$ cat src/rtl/pix_blit_pkg.sv
package pix_blit_pkg;
  // field widths of the fixed command word
  localparam int DST_W  = 20;
  localparam int SRC_W  = 24;
  localparam int LFLD_W = 5;
  localparam int LEN_W  = LFLD_W + 1;
  localparam int DST_LSB = 3;
  localparam int GO_BIT  = 2;

  typedef enum logic [1:0] {
    ST_IDLE = 2'd0,
    ST_COPY = 2'd1,
    ST_FILL = 2'd2
  } blit_state_e;

  typedef struct packed {
    logic [SRC_W-1:0] src;
    logic [DST_W-1:0] dst;
    logic [LEN_W-1:0] len;
    logic             fill;
  } blit_cmd_t;
endpackage

$ cat src/rtl/pix_blit_dec.sv
module pix_blit_dec
  import pix_blit_pkg::*;
#(
  parameter int BUS_AW = 24,
  parameter int DATA_W = 32
) (
  input  logic [BUS_AW-1:0] addr,
  input  logic [DATA_W-1:0] wdata,
  output logic              go_word,
  output blit_cmd_t         cmd
);
  localparam int LEN_LSB = SRC_W;
  localparam int TOP_USED = DST_LSB + DST_W;

  always_comb begin
    go_word  = addr[GO_BIT];
    cmd.dst  = addr[DST_LSB +: DST_W];
    cmd.src  = wdata[SRC_W-1:0];
    cmd.len  = LEN_W'(wdata[LEN_LSB +: LFLD_W]) + LEN_W'(1);
    cmd.fill = &wdata[SRC_W-1:0];
  end

  logic unused_bits;
  generate
    if (BUS_AW > TOP_USED) begin : g_hi
      assign unused_bits = ^{addr[BUS_AW-1:TOP_USED], addr[1:0],
                             wdata[DATA_W-1:LEN_LSB+LFLD_W]};
    end else begin : g_nohi
      assign unused_bits = ^{addr[1:0], wdata[DATA_W-1:LEN_LSB+LFLD_W]};
    end
  endgenerate
endmodule

$ cat src/rtl/pix_blit_seq.sv
module pix_blit_seq
  import pix_blit_pkg::*;
#(
  parameter int MEM_AW = 24
) (
  input  logic              clk,
  input  logic              rst_n,
  input  logic              go,
  input  blit_cmd_t         cmd,
  output logic              busy,
  output logic              done,
  output logic              fill_mode,
  output logic              rd_en,
  output logic [MEM_AW-1:0] rd_addr,
  output logic              wr_en,
  output logic [MEM_AW-1:0] wr_addr
);
  blit_state_e       state_q, state_d;
  logic [LEN_W-1:0]  rd_left_q, rd_left_d;
  logic [LEN_W-1:0]  wr_left_q, wr_left_d;
  logic [MEM_AW-1:0] src_q, src_d;
  logic [MEM_AW-1:0] dst_q, dst_d;
  logic              pend_q, pend_d;
  logic              done_q, done_d;

  always_comb begin
    rd_en = (state_q == ST_COPY) && (rd_left_q != '0);
    wr_en = (state_q == ST_FILL) || ((state_q == ST_COPY) && pend_q);

    state_d   = state_q;
    rd_left_d = rd_left_q;
    wr_left_d = wr_left_q;
    src_d     = src_q;
    dst_d     = dst_q;
    pend_d    = rd_en;
    done_d    = 1'b0;

    if (state_q == ST_IDLE) begin
      if (go) begin
        state_d   = cmd.fill ? ST_FILL : ST_COPY;
        rd_left_d = cmd.fill ? '0 : cmd.len;
        wr_left_d = cmd.len;
        src_d     = MEM_AW'(cmd.src);
        dst_d     = MEM_AW'(cmd.dst);
      end
    end else begin
      if (rd_en) begin
        rd_left_d = rd_left_q - LEN_W'(1);
        src_d     = src_q + MEM_AW'(1);
      end
      if (wr_en) begin
        wr_left_d = wr_left_q - LEN_W'(1);
        dst_d     = dst_q + MEM_AW'(1);
        if (wr_left_q == LEN_W'(1)) begin
          state_d = ST_IDLE;
          done_d  = 1'b1;
        end
      end
    end
  end

  always_ff @(posedge clk or negedge rst_n) begin
    if (!rst_n) begin
      state_q   <= ST_IDLE;
      rd_left_q <= '0;
      wr_left_q <= '0;
      src_q     <= '0;
      dst_q     <= '0;
      pend_q    <= 1'b0;
      done_q    <= 1'b0;
    end else begin
      state_q   <= state_d;
      rd_left_q <= rd_left_d;
      wr_left_q <= wr_left_d;
      src_q     <= src_d;
      dst_q     <= dst_d;
      pend_q    <= pend_d;
      done_q    <= done_d;
    end
  end

  assign busy      = (state_q != ST_IDLE);
  assign done      = done_q;
  assign fill_mode = (state_q == ST_FILL);
  assign rd_addr   = src_q;
  assign wr_addr   = dst_q;
endmodule

$ cat src/rtl/pix_blit_dp.sv
module pix_blit_dp #(
  parameter int PIX_W = 8
) (
  input  logic             clk,
  input  logic             rst_n,
  input  logic             latch_en,
  input  logic [PIX_W-1:0] colour_in,
  input  logic             sel_fill,
  input  logic [PIX_W-1:0] rd_data,
  output logic [PIX_W-1:0] wr_data
);
  logic [PIX_W-1:0] colour_q, colour_d;

  always_comb begin
    colour_d = colour_q;
    if (latch_en) colour_d = colour_in;
  end

  always_ff @(posedge clk or negedge rst_n) begin
    if (!rst_n) colour_q <= '0;
    else        colour_q <= colour_d;
  end

  assign wr_data = sel_fill ? colour_q : rd_data;
endmodule

$ cat src/rtl/pix_blitter.sv
module pix_blitter
  import pix_blit_pkg::*;
#(
  parameter int BUS_AW = 24,
  parameter int DATA_W = 32,
  parameter int MEM_AW = 24,
  parameter int PIX_W  = 8
) (
  input  logic              clk,
  input  logic              rst_n,
  input  logic              cmd_valid,
  output logic              cmd_ready,
  input  logic              cmd_write,
  input  logic [BUS_AW-1:0] cmd_addr,
  input  logic [DATA_W-1:0] cmd_wdata,
  output logic [DATA_W-1:0] cmd_rdata,
  output logic              busy,
  output logic              done,
  output logic              mem_rd_en,
  output logic [MEM_AW-1:0] mem_rd_addr,
  input  logic [PIX_W-1:0]  mem_rd_data,
  output logic              mem_wr_en,
  output logic [MEM_AW-1:0] mem_wr_addr,
  output logic [PIX_W-1:0]  mem_wr_data
);
  blit_cmd_t dcmd;
  logic      go_word, wr_acc, go, latch_en, fill_mode;

  pix_blit_dec #(.BUS_AW(BUS_AW), .DATA_W(DATA_W)) u_dec (
    .addr(cmd_addr), .wdata(cmd_wdata), .go_word(go_word), .cmd(dcmd)
  );

  assign cmd_ready = ~busy;
  assign wr_acc    = cmd_valid & cmd_ready & cmd_write;
  assign go        = wr_acc & go_word;
  assign latch_en  = wr_acc & ~go_word;
  assign cmd_rdata = '0;

  pix_blit_seq #(.MEM_AW(MEM_AW)) u_seq (
    .clk(clk), .rst_n(rst_n), .go(go), .cmd(dcmd),
    .busy(busy), .done(done), .fill_mode(fill_mode),
    .rd_en(mem_rd_en), .rd_addr(mem_rd_addr),
    .wr_en(mem_wr_en), .wr_addr(mem_wr_addr)
  );

  pix_blit_dp #(.PIX_W(PIX_W)) u_dp (
    .clk(clk), .rst_n(rst_n), .latch_en(latch_en),
    .colour_in(cmd_wdata[PIX_W-1:0]), .sel_fill(fill_mode),
    .rd_data(mem_rd_data), .wr_data(mem_wr_data)
  );
endmodule

$ cat config.mk
export PLATFORM = sky130hd
export DESIGN_NAME = pix_blitter
export DESIGN_NICKNAME = d
export VERILOG_FILES = /design/src/rtl/pix_blit_pkg.sv /design/src/rtl/pix_blit_dec.sv /design/src/rtl/pix_blit_seq.sv /design/src/rtl/pix_blit_dp.sv /design/src/rtl/pix_blitter.sv
export SDC_FILE = /design/constraint.sdc
export NUM_CORES = 1
export LEC_CHECK = 0
export BUFFER_PORTS_ARGS = -buffer_cell sky130_fd_sc_hd__buf_2
export CAP_MARGIN = 30
export CORE_ASPECT_RATIO = 1.75
export CORE_UTILIZATION = 45
export CTS_CLUSTER_DIAMETER = 200
export DETAILED_ROUTE_END_ITERATION = 16
export MAX_ROUTING_LAYER = met4
export PLACE_DENSITY = 0.73
export SLEW_MARGIN = 20
export SYNTH_ARGS = -nofsm -noshare
export SYNTH_HDL_FRONTEND = slang
export SYNTH_SLANG_ARGS = --single-unit
$ cat constraint.sdc
create_clock -name clk -period 4.5 [get_ports clk]
set_input_delay 0.45 -clock clk [delete_from_list [all_inputs] [get_ports clk]]
set_output_delay 0.45 -clock clk [all_outputs]
set_load 0.1 [all_outputs]
# --- Word-level counts from Yosys, hierarchy flattened ---
# Index checks and enable logic that the tools add are counted.
op_classes:
  n_mux: 22
  bitwise: 6
  eq_ne: 4
  n_reduce_logical: 13
  add_sub_neg: 5
ops:
  columns: ["cell", "n"]
  rows:
  - ["24-bit 2-to-1 mux", 6]
  - ["24-bit by 1-bit adder with 24-bit output (second input constant)", 2]
  - ["6-bit 2-to-1 mux", 7]
  - ["24-bit AND reduction", 1]
  - ["6-bit by 1-bit subtractor with 6-bit output (second input constant)", 2]
  - ["2-bit 2-to-1 mux", 5]
  - ["8-bit 2-to-1 mux", 1]
  - ["2-bit nonzero test", 4]
  - ["5-bit by 1-bit adder with 6-bit output (second input constant)", 1]
  - ["6-bit by 1-bit equality test with 1-bit output (second input constant)", 1]
  - ["6-bit nonzero test", 1]
  - ["1-bit bitwise AND", 4]
  - ["2-bit AND reduction", 2]
  - ["1-bit 2-to-1 mux", 3]
  - ["3-bit AND reduction", 1]
  - ["2-bit by 1-bit equality test with 1-bit output (second input constant)", 1]
  - ["2-bit equality test (second input constant)", 1]
  - ["1-bit logical AND", 2]
  - ["2-bit logical NOT", 1]
  - ["2-bit != test (second input constant)", 1]
  - ["1-bit NOT", 2]
  - ["1-bit logical OR", 1]
word_totals:
  word_cells: 58
  out_inout_bits: 93
  reg_bits: 72
  in_bits: 68

# --- Depth between registers and ports, before layout ---
# Gate-level depths: netlist of the first run.
depth:
  ltp_word: 7
  mapped_depth: 8
  ltp_nobuf: 7

# --- By module ---
# A second synthesis of the first run with hierarchy kept.
unflattened:
  cells_unflattened: 624
  hier_area_um2: 5401.4
by_module_without_submodules:
  columns: ["module", "area_each_um2", "cells_each", "seq_area_each_um2", "n_inst"]
  rows:
  - ["pix_blit_seq", 4209.0, 499, 1601.5, 1]
  - ["pix_blit_dp", 462.9, 26, 200.2, 1]
  - ["pix_blit_dec", 457.9, 63, 0.0, 1]
  - ["pix_blitter", 271.5, 36, 0.0, 1]

# --- Least setup slack after synthesis of the first run ---
# Ideal clock, no wire load.
synth_path:
  kind: "register -> register"
  start: "reg u_seq.src_q[0] (netlist: u_seq.rd_addr[0])"
  end: "reg u_seq.src_q[20] (netlist: u_seq.rd_addr[20])"
  required_time_ns: 4.372
  path_slack_ns: 2.007
  setup_time_ns: 0.128
  stages_incl_launch_ff: 8
  arrival_ns: 2.365
  path_buffers: 1
  period_less_slack_ns: 2.493
  cell_sequence: "dfrtp_1 -> ha_1 -> and4_1 -> buf_2 -> nand4_2 -> nor3b_1 -> nand4_1 -> nor3b_1"
synth_via:
  elab_chain_cells: 3
synth_rtl:
  columns: ["element", "line_no", "rtl"]
  rows:
  - ["from (decl)", "pix_blit_seq.sv:21", "logic [MEM_AW-1:0] src_q, src_d;"]
  - ["from (signal assigned)", "pix_blit_seq.sv:75", "src_q <= src_d;"]
  - ["24-bit by 1-bit adder with 24-bit output", "pix_blit_seq.sv:49", "src_d = src_q + MEM_AW'(1);"]
  - ["24-bit 2-to-1 mux", "pix_blit_seq.sv:47", "if (rd_en) begin"]
  - ["24-bit 2-to-1 mux", "pix_blit_seq.sv:38", "if (state_q == ST_IDLE) begin"]
# No other way between the ends. The select of a mux whose other input is x is not followed.
# A chain may end at the register's enable or synchronous reset.

# --- Worst setup path after layout of the first run ---
layout_path:
  start: "reg u_seq.state_q[0]"
  end: "out busy"
layout_via:
  elab_chain_cells: 1
layout_rtl:
  columns: ["element", "line_no", "rtl"]
  rows:
  - ["from (decl)", "pix_blit_seq.sv:18", "blit_state_e state_q, state_d;"]
  - ["from (signal assigned)", "pix_blit_seq.sv:72", "state_q <= state_d;"]
  - ["2-bit nonzero test", "pix_blit_seq.sv:82", "assign busy = (state_q != ST_IDLE);"]
  - ["to (decl)", "pix_blitter.sv:17", "output logic busy,"]
# No other way between the ends.

==> out/qor.txt, run 1 <==
ant diodes: 0
post-synthesis sequential area ratio: 0.3857
Die Height: 136.8 microns
pwr dens: 303.3 nW/um^2
DRC violations left: 0
DP HPWL: 9.783 mm
first-pass detailed-route iteration total: 5
Worst Setup Path Type: reg2out
multiplexer share of the synthesized area: 0.04554
largest family of logic cells by synthesized area: compound AO/OA/AOI/OAI gates
post-CTS setup buffers: 0
number of fill cells: 973
Setup Viol. Count Final: 0
Max Used Layer: met4
MaxCap Viol Count: 0
Slew @ Worst Pin: 811.1 ps
CP endpoint kind: output pin
reg-to-reg endpoint: u_seq.rd_addr[18]$_DFFE_PN0P_
Crit-path slowest cell: nor2_4
fin nets: 732
clk slew on worst S/H paths: 60 ps
deepest clock path buffer count: 2
Via density: 5.855
Leakage: 2.654 nW
Netlist cell types: 62
critical-path cell list: nor2_4 > inv_2 > buf_2
largest net degree at the start of global routing: 51
Synth Instances: 552
XOR/XNOR Fraction of Synth Area: 0.01313
reg2reg start: u_seq.state_q[0]$_DFFE_PN0P_
Worst slew margin: 0.4585
Die Wd: 79.02 microns
port buffer count: 122
commonest non-fill, non-tap cell in the layout: buf_2
Post-synth EDFFs: 0
most frequent cells in the layout: buf_2 (123), dfrtp_1 (72), a21oi_1 (61), nand2_1 (56), o21ai_0 (42)
clock root cell: clkbuf_16
CP Max Fanout: 48
Mapped Area: 4671 sq um
Clock Skew: 6.161 ps
share of cells above drive strength 1: 0.2719
via total after detailed routing: 4608
WP data arrival: 2560 ps
Max Slew Vio Count: 0
R2R Setup Slk: 1520 ps
post-route ant nets: 0
CP max stage delay: 640 ps
Adder-Cell Fraction of Synth Area: 0.01875
Row Count: 48
Starting DRT DRC Count: 280
initial antenna violation count: 0
full die area: 10810 sq um
cts repair resizes: 0
Worst path top cell family by delay: buffers and inverters
clock latency on the worst-skew pair: 340 ps
overall routing resource usage: 0.2565
Finished Cell Area: 5562 sq um
Area growth syn-to-layout: 19.07%
IO Pins: 161
syn_area_per_cell: 8.461 sq um
global route overflow: 0
Final TNS setup: 0 ps
HP Class: in2async
Sink Count: 72
H-tree Lvls: 3
compound-gate portion of the synthesized area: 0.2272
CTS tree: built
Placement Cell Area: 5239 sq um
wl on met1: 4.981 mm
first-pass GRT wire length: 20.82 mm
ys flop type: dfrtp_1
cts bufs inserted: 9
routed length on met3: 603 microns
Final GP Congestion: 0.9386
CORE AREA: 9970 sq um
Final period util: 0.6692
vias in the first global route: 4316
min cycle time layout: 3011 ps
Crit path required time: 4050 ps
final hold viol count: 0
Hold-fix buffers, CTS: 0
Max Clock Freq: 332.1 MHz
Initial Utilization: 0.4685
Peak VDD IR: 0.2370 mV
simple-gate share of the synthesized area: 0.2162
number of synthesized register bits: 72
Yosys Warn Count: 0
share of flip-flops with an asynchronous set or reset: 1.000
Detail Route met2 WL: 7.150 mm
reg2reg path depth: 6
RSZ-0062 raised after global routing: no
Buf/Inv on CP: 2
status: finished, final reports clean
Setup crit start kind: flip-flop
WL final: 13.21 mm
Wirelength per Cell: 16.79 microns
worst reg2reg max path, stage by stage, from the launching register on:
cell,delay (ps)
dfrtp_1,580
nor2_4,640
nand4_2,350
nand2b_1,650
buf_4,370
o21ai_0,120
a21oi_1,190
cell families (layout without fill, tap and decap cells):
group | Yosys count | in the layout
and+or+nand+nor | 195 | 195
adders and majority gates | 7 | 7
buffers and inverters | 78 | 157
other | 1 | 32
muxes | 19 | 19
DFF | 72 | 72
xor gates and xnor gates | 7 | 7
AOI/OAI and AO/OA | 173 | 173
per-layer routing:
metal / global-route usage / up-vias
li1: - / 2192
met1: 0.2829 / 2177
met2: 0.4392 / 197
met3: 0.03533 / 42
met4: 0.1434 / 0
met5: - / -
final cells by class:
cell class,instances,area [sq um],share of cell area
multi-input combinational,433,2564,0.4610
sequential,72,1802,0.3240
timing repair buffer,130,680.7,0.1224
clock buffer,12,266.5,0.04792
tap,125,156.4,0.02812
clock inverter,4,51.30,0.009224
inverter,11,41.29,0.007424
report_power, final:
| group | total [mW] | leakage [nW] | switching, mW | internal, mW |
|---|---|---|---|---|
| clock | 0.755 | 0.155 | 0.280 | 0.475 |
| combinational | 0.266 | 1.54 | 0.225 | 0.0409 |
| sequential | 0.666 | 0.957 | 0.00987 | 0.656 |
stage by stage:
stage	utilization	hold slack [ps]	power (mW)	std cells	setup slack [ps]
after CTS	0.5574	84.40	1.693	786	1516
after global routing	0.5579	96.19	1.733	787	1269
after detailed placement	0.5255	441.1	0.9438	770	1576
after floorplan	-	154.4	0.8987	583	2007
final	0.5579	78.92	1.687	787	1489
after global placement	0.5235	486.4	0.9396	769	1619
state kept, by name, summed over array words and instances, names as in the netlist:
register	count
u_seq.rd_addr	24
u_seq.wr_addr	24
u_seq.rd_left_q	6
u_dp.colour_q	8
u_seq.wr_left_q	6
u_seq.state_q	2
u_seq.done	1
u_seq.pend_q	1
Yosys cell counts, types with 3 or more instances:
cell type	instances	area, sq um
a211oi_1	4	30.03
a21oi_1	62	310.3
a22oi_1	4	30.03
a2bb2oi_1	7	61.31
a31oi_1	7	43.79
a41o_1	3	30.03
and2_1	4	25.02
and3_1	3	18.77
and4_1	5	43.79
buf_1	3	11.26
buf_2	16	80.08
buf_4	32	240.2
clkbuf_1	16	60.06
dfrtp_1	72	1802
ha_1	7	87.58
inv_1	10	37.54
mux2_2	18	202.7
nand2_1	56	210.2
nand2b_1	5	31.28
nand3_1	31	155.2
nand4_1	19	118.9
nor2_1	34	127.6
nor3_1	17	85.08
nor3b_1	3	22.52
nor4_1	3	18.77
o21ai_0	42	210.2
o221ai_1	3	26.28
o22ai_1	15	93.84
o31ai_1	3	22.52
o32ai_1	3	26.28
or3_1	3	18.77
xor2_1	6	52.55
worst max-delay path by stage:
stage / cells after the start / from / end / slack (ps)
after floorplan: 7 / u_seq.rd_addr[0]$_DFFE_PN0P_ / u_seq.rd_addr[20]$_DFFE_PN0P_ / 2010
after global placement: 6 / u_seq.state_q[0]$_DFFE_PN0P_ / u_seq.rd_addr[18]$_DFFE_PN0P_ / 1620
after detailed placement: 6 / u_seq.state_q[0]$_DFFE_PN0P_ / u_seq.rd_addr[18]$_DFFE_PN0P_ / 1580
after CTS: 3 / u_seq.state_q[0]$_DFFE_PN0P_ / busy / 1520
after global routing: 6 / u_seq.state_q[0]$_DFFE_PN0P_ / u_seq.rd_addr[18]$_DFFE_PN0P_ / 1270
final: 3 / u_seq.state_q[0]$_DFFE_PN0P_ / busy / 1490
No activity file was read; power rests on OpenSTA's default activity.
==> run 2, diff against run 1 <==
--- a/config.mk
+++ b/config.mk
@@ -12,7 +12,7 @@
 export CTS_CLUSTER_DIAMETER = 200
 export DETAILED_ROUTE_END_ITERATION = 16
 export MAX_ROUTING_LAYER = met4
-export PLACE_DENSITY = 0.73
+export PLACE_DENSITY = 0.76
 export SLEW_MARGIN = 20
 export SYNTH_ARGS = -nofsm -noshare
 export SYNTH_HDL_FRONTEND = slang
==> constraint.sdc (replaced) <==
create_clock -name clk -period 2.75 [get_ports clk]
set_input_delay 0.275 -clock clk [delete_from_list [all_inputs] [get_ports clk]]
set_output_delay 0.275 -clock clk [all_outputs]
set_load 0.1 [all_outputs]
==> run 2 against run 1 <==
Count of clock-buffer cells in the layout down 2. Critical path depth did not move. Clock skew fell by 1.4 ps. Clock power up 92%. Worst hold slack improved by 80 ps. Sequential share of layout area down 0.62 points. Cell count up 0.76%. First-iteration DRC count grew 16%. Flip-flop and latch count did not move. Worst setup slack worse by 1300 ps. Core utilization rose by 1.1 points. Global-route usage rose by 0.42 points.
==> out/qor.txt, run 2 (synthesized netlist as in run 1, its figures left out) <==
status: finished, final reports clean (unchanged)
Crit-path slowest cell: dfrtp_1 (was nor2_4)
ant diodes: 0 (unchanged)
DRC violations left: 0 (unchanged)
Final GP Congestion: 0.9061 (was 0.9386)
Setup Viol. Count Final: 0 (unchanged)
port buffer count: 122 (unchanged)
HP Class: in2reg (was in2async)
fin util: 0.5688 (was 0.5579)
most frequent cells in the layout: buf_2 (122), dfrtp_1 (72), a21oi_1 (61), nand2_1 (56), o21ai_0 (42) (was buf_2 (123), dfrtp_1 (72), a21oi_1 (61), nand2_1 (56), o21ai_0 (42))
deepest clock path buffer count: 2 (unchanged)
initial antenna violation count: 0 (unchanged)
vias in the first global route: 4534 (was 4316)
wl on met1: 4.944 mm (was 4.981 mm)
Clock Skew: 4.729 ps (was 6.161 ps)
critical-path cell list: nand2b_1 > mux2_2 > buf_2 (was nor2_4 > inv_2 > buf_2)
Min Hold Slack: 159.4 ps (was 78.92 ps)
first-pass GRT wire length: 21.39 mm (was 20.82 mm)
CP endpoint kind: output pin (unchanged)
Area growth syn-to-layout: 21.40% (was 19.07%)
cts bufs inserted: 9 (unchanged)
Crit path required time: 2480 ps (was 4050 ps)
final hold viol count: 0 (unchanged)
overall routing resource usage: 0.2607 (was 0.2565)
Placement Cell Area: 5264 sq um (was 5239 sq um)
post-route ant nets: 0 (unchanged)
Leakage: 2.712 nW (was 2.654 nW)
CP Max Fanout: 15 (was 48)
Final TNS setup: 0 ps (unchanged)
global route overflow: 0 (unchanged)
Max Used Layer: met4 (unchanged)
Peak VDD IR: 0.3258 mV (was 0.2370 mV)
DP HPWL: 9.656 mm (was 9.783 mm)
WP data arrival: 2270 ps (was 2560 ps)
IO Pins: 161 (unchanged)
Die Height: 136.8 microns (unchanged)
Final period util: 0.9237
Worst Setup Path Type: reg2out (unchanged)
Buf/Inv on CP: 1 (was 2)
Max Clock Freq: 393.7 MHz
CP max stage delay: 710 ps (was 640 ps)
clock root cell: clkbuf_16 (unchanged)
commonest non-fill, non-tap cell in the layout: buf_2 (unchanged)
number of fill cells: 905 (was 973)
Wirelength per Cell: 16.61 microns (was 16.79 microns)
first-pass detailed-route iteration total: 9 (was 5)
via total after detailed routing: 4672 (was 4608)
fin nets: 738 (was 732)
cts repair resizes: 0 (unchanged)
Worst slew margin: 0.5755 (was 0.4585)
Row Count: 48 (unchanged)
Detail Route met2 WL: 7.148 mm (was 7.150 mm)
Die Wd: 79.02 microns (unchanged)
clock latency on the worst-skew pair: 330 ps (was 340 ps)
CORE AREA: 9970 sq um (unchanged)
MaxCap Viol Count: 0 (unchanged)
Setup crit start kind: flip-flop (unchanged)
Via density: 5.892 (was 5.855)
RSZ-0062 raised after global routing: no (unchanged)
full die area: 10810 sq um (unchanged)
Hold-fix buffers, CTS: 0 (unchanged)
routed length on met3: 646 microns (was 603 microns)
pwr dens: 525.6 nW/um^2 (was 303.3 nW/um^2)
Slew @ Worst Pin: 636.7 ps (was 811.1 ps)
H-tree Lvls: 3 (unchanged)
WL final: 13.17 mm (was 13.21 mm)
min cycle time layout: 2540 ps
largest net degree at the start of global routing: 73 (was 51)
CTS tree: built (unchanged)
Max Slew Vio Count: 0 (unchanged)
Sink Count: 72 (unchanged)
Finished Cell Area: 5670 sq um (was 5562 sq um)
Starting DRT DRC Count: 326 (was 280)
post-CTS setup buffers: 0 (unchanged)
Initial Utilization: 0.4685 (unchanged)
R2R Setup Slk: 470 ps (was 1520 ps)
share of cells above drive strength 1: 0.2769 (was 0.2719)
Worst path top cell family by delay: flip-flops (was buffers and inverters)
clk slew on worst S/H paths: 60 ps (about the same)
-- run 2: cell count changes in the layout (fill, tap and decap cells not counted), sizes merged --
cell | before | now
buf | 130 | 135
bufinv | 1 | 4
clkbuf | 12 | 10
clkinvlp | 1 | 0
dlygate4sd3 | 0 | 1
-- run 2: power by group --
| part | total, mW | switching, mW | internal, mW |
|---|---|---|---|
| Combinational | 0.438 | 0.369 | 0.0691 |
| Sequential | 1.09 | 0.0165 | 1.07 |
| Clock | 1.45 | 0.453 | 0.999 |
-- run 2: final timing paths --
path / start / to / cells past startpoint
max in group asynchronous: rst_n / u_seq.wr_addr[2]$_DFFE_PN0P_ / 4
hold / removal: cmd_addr[3] / u_seq.wr_addr[0]$_DFFE_PN0P_ / 3
min in group asynchronous: rst_n / u_dp.colour_q[0]$_DFFE_PN0P_ / 3
setup / recovery: u_seq.state_q[0]$_DFFE_PN0P_ / mem_wr_data[4] / 3
hold reg to reg: u_dp.colour_q[5]$_DFFE_PN0P_ / u_dp.colour_q[5]$_DFFE_PN0P_ / 1
setup reg to reg: u_seq.state_q[0]$_DFFE_PN0P_ / u_seq.rd_addr[21]$_DFFE_PN0P_ / 6
-- run 2: layout make-up --
class                      instances  area (sq um)  area share
clock buffer                      10         239.0     0.04214
multi-input combinational        433          2564      0.4521
tap                              125         156.4     0.02758
inverter                          11         41.29    0.007282
clock inverter                     6         130.1     0.02295
sequential                        72          1802      0.3177
timing repair buffer             136         738.2      0.1302
-- run 2: metal layers --
metal  track usage  vias up
li1              -     2205
met1        0.2871     2238
met2        0.4535      188
met3       0.04067       41
met4        0.1253        0
met5             -        -
-- run 2: through the flow --
stage / total power [mW] / setup slack [ps] / std cells
4_1_cts: 2.988 / 220.3 / 791
6_report: 2.980 / 209.7 / 793
3_3_place_gp: 1.537 / 539.4 / 775
3_5_place_dp: 1.541 / 500.3 / 775
5_1_grt: 3.065 / 91.97 / 793
2_1_floorplan: 1.471 / 257.1 / 583
-- run 2: worst reg2reg max path, cell delays in order (launching register included) --
cell and delay (ps):
dfrtp_1 710, a311oi_2 170, nor3_1 450, buf_4 270
mux2_2 340, o32ai_1 140, a41oi_1 80
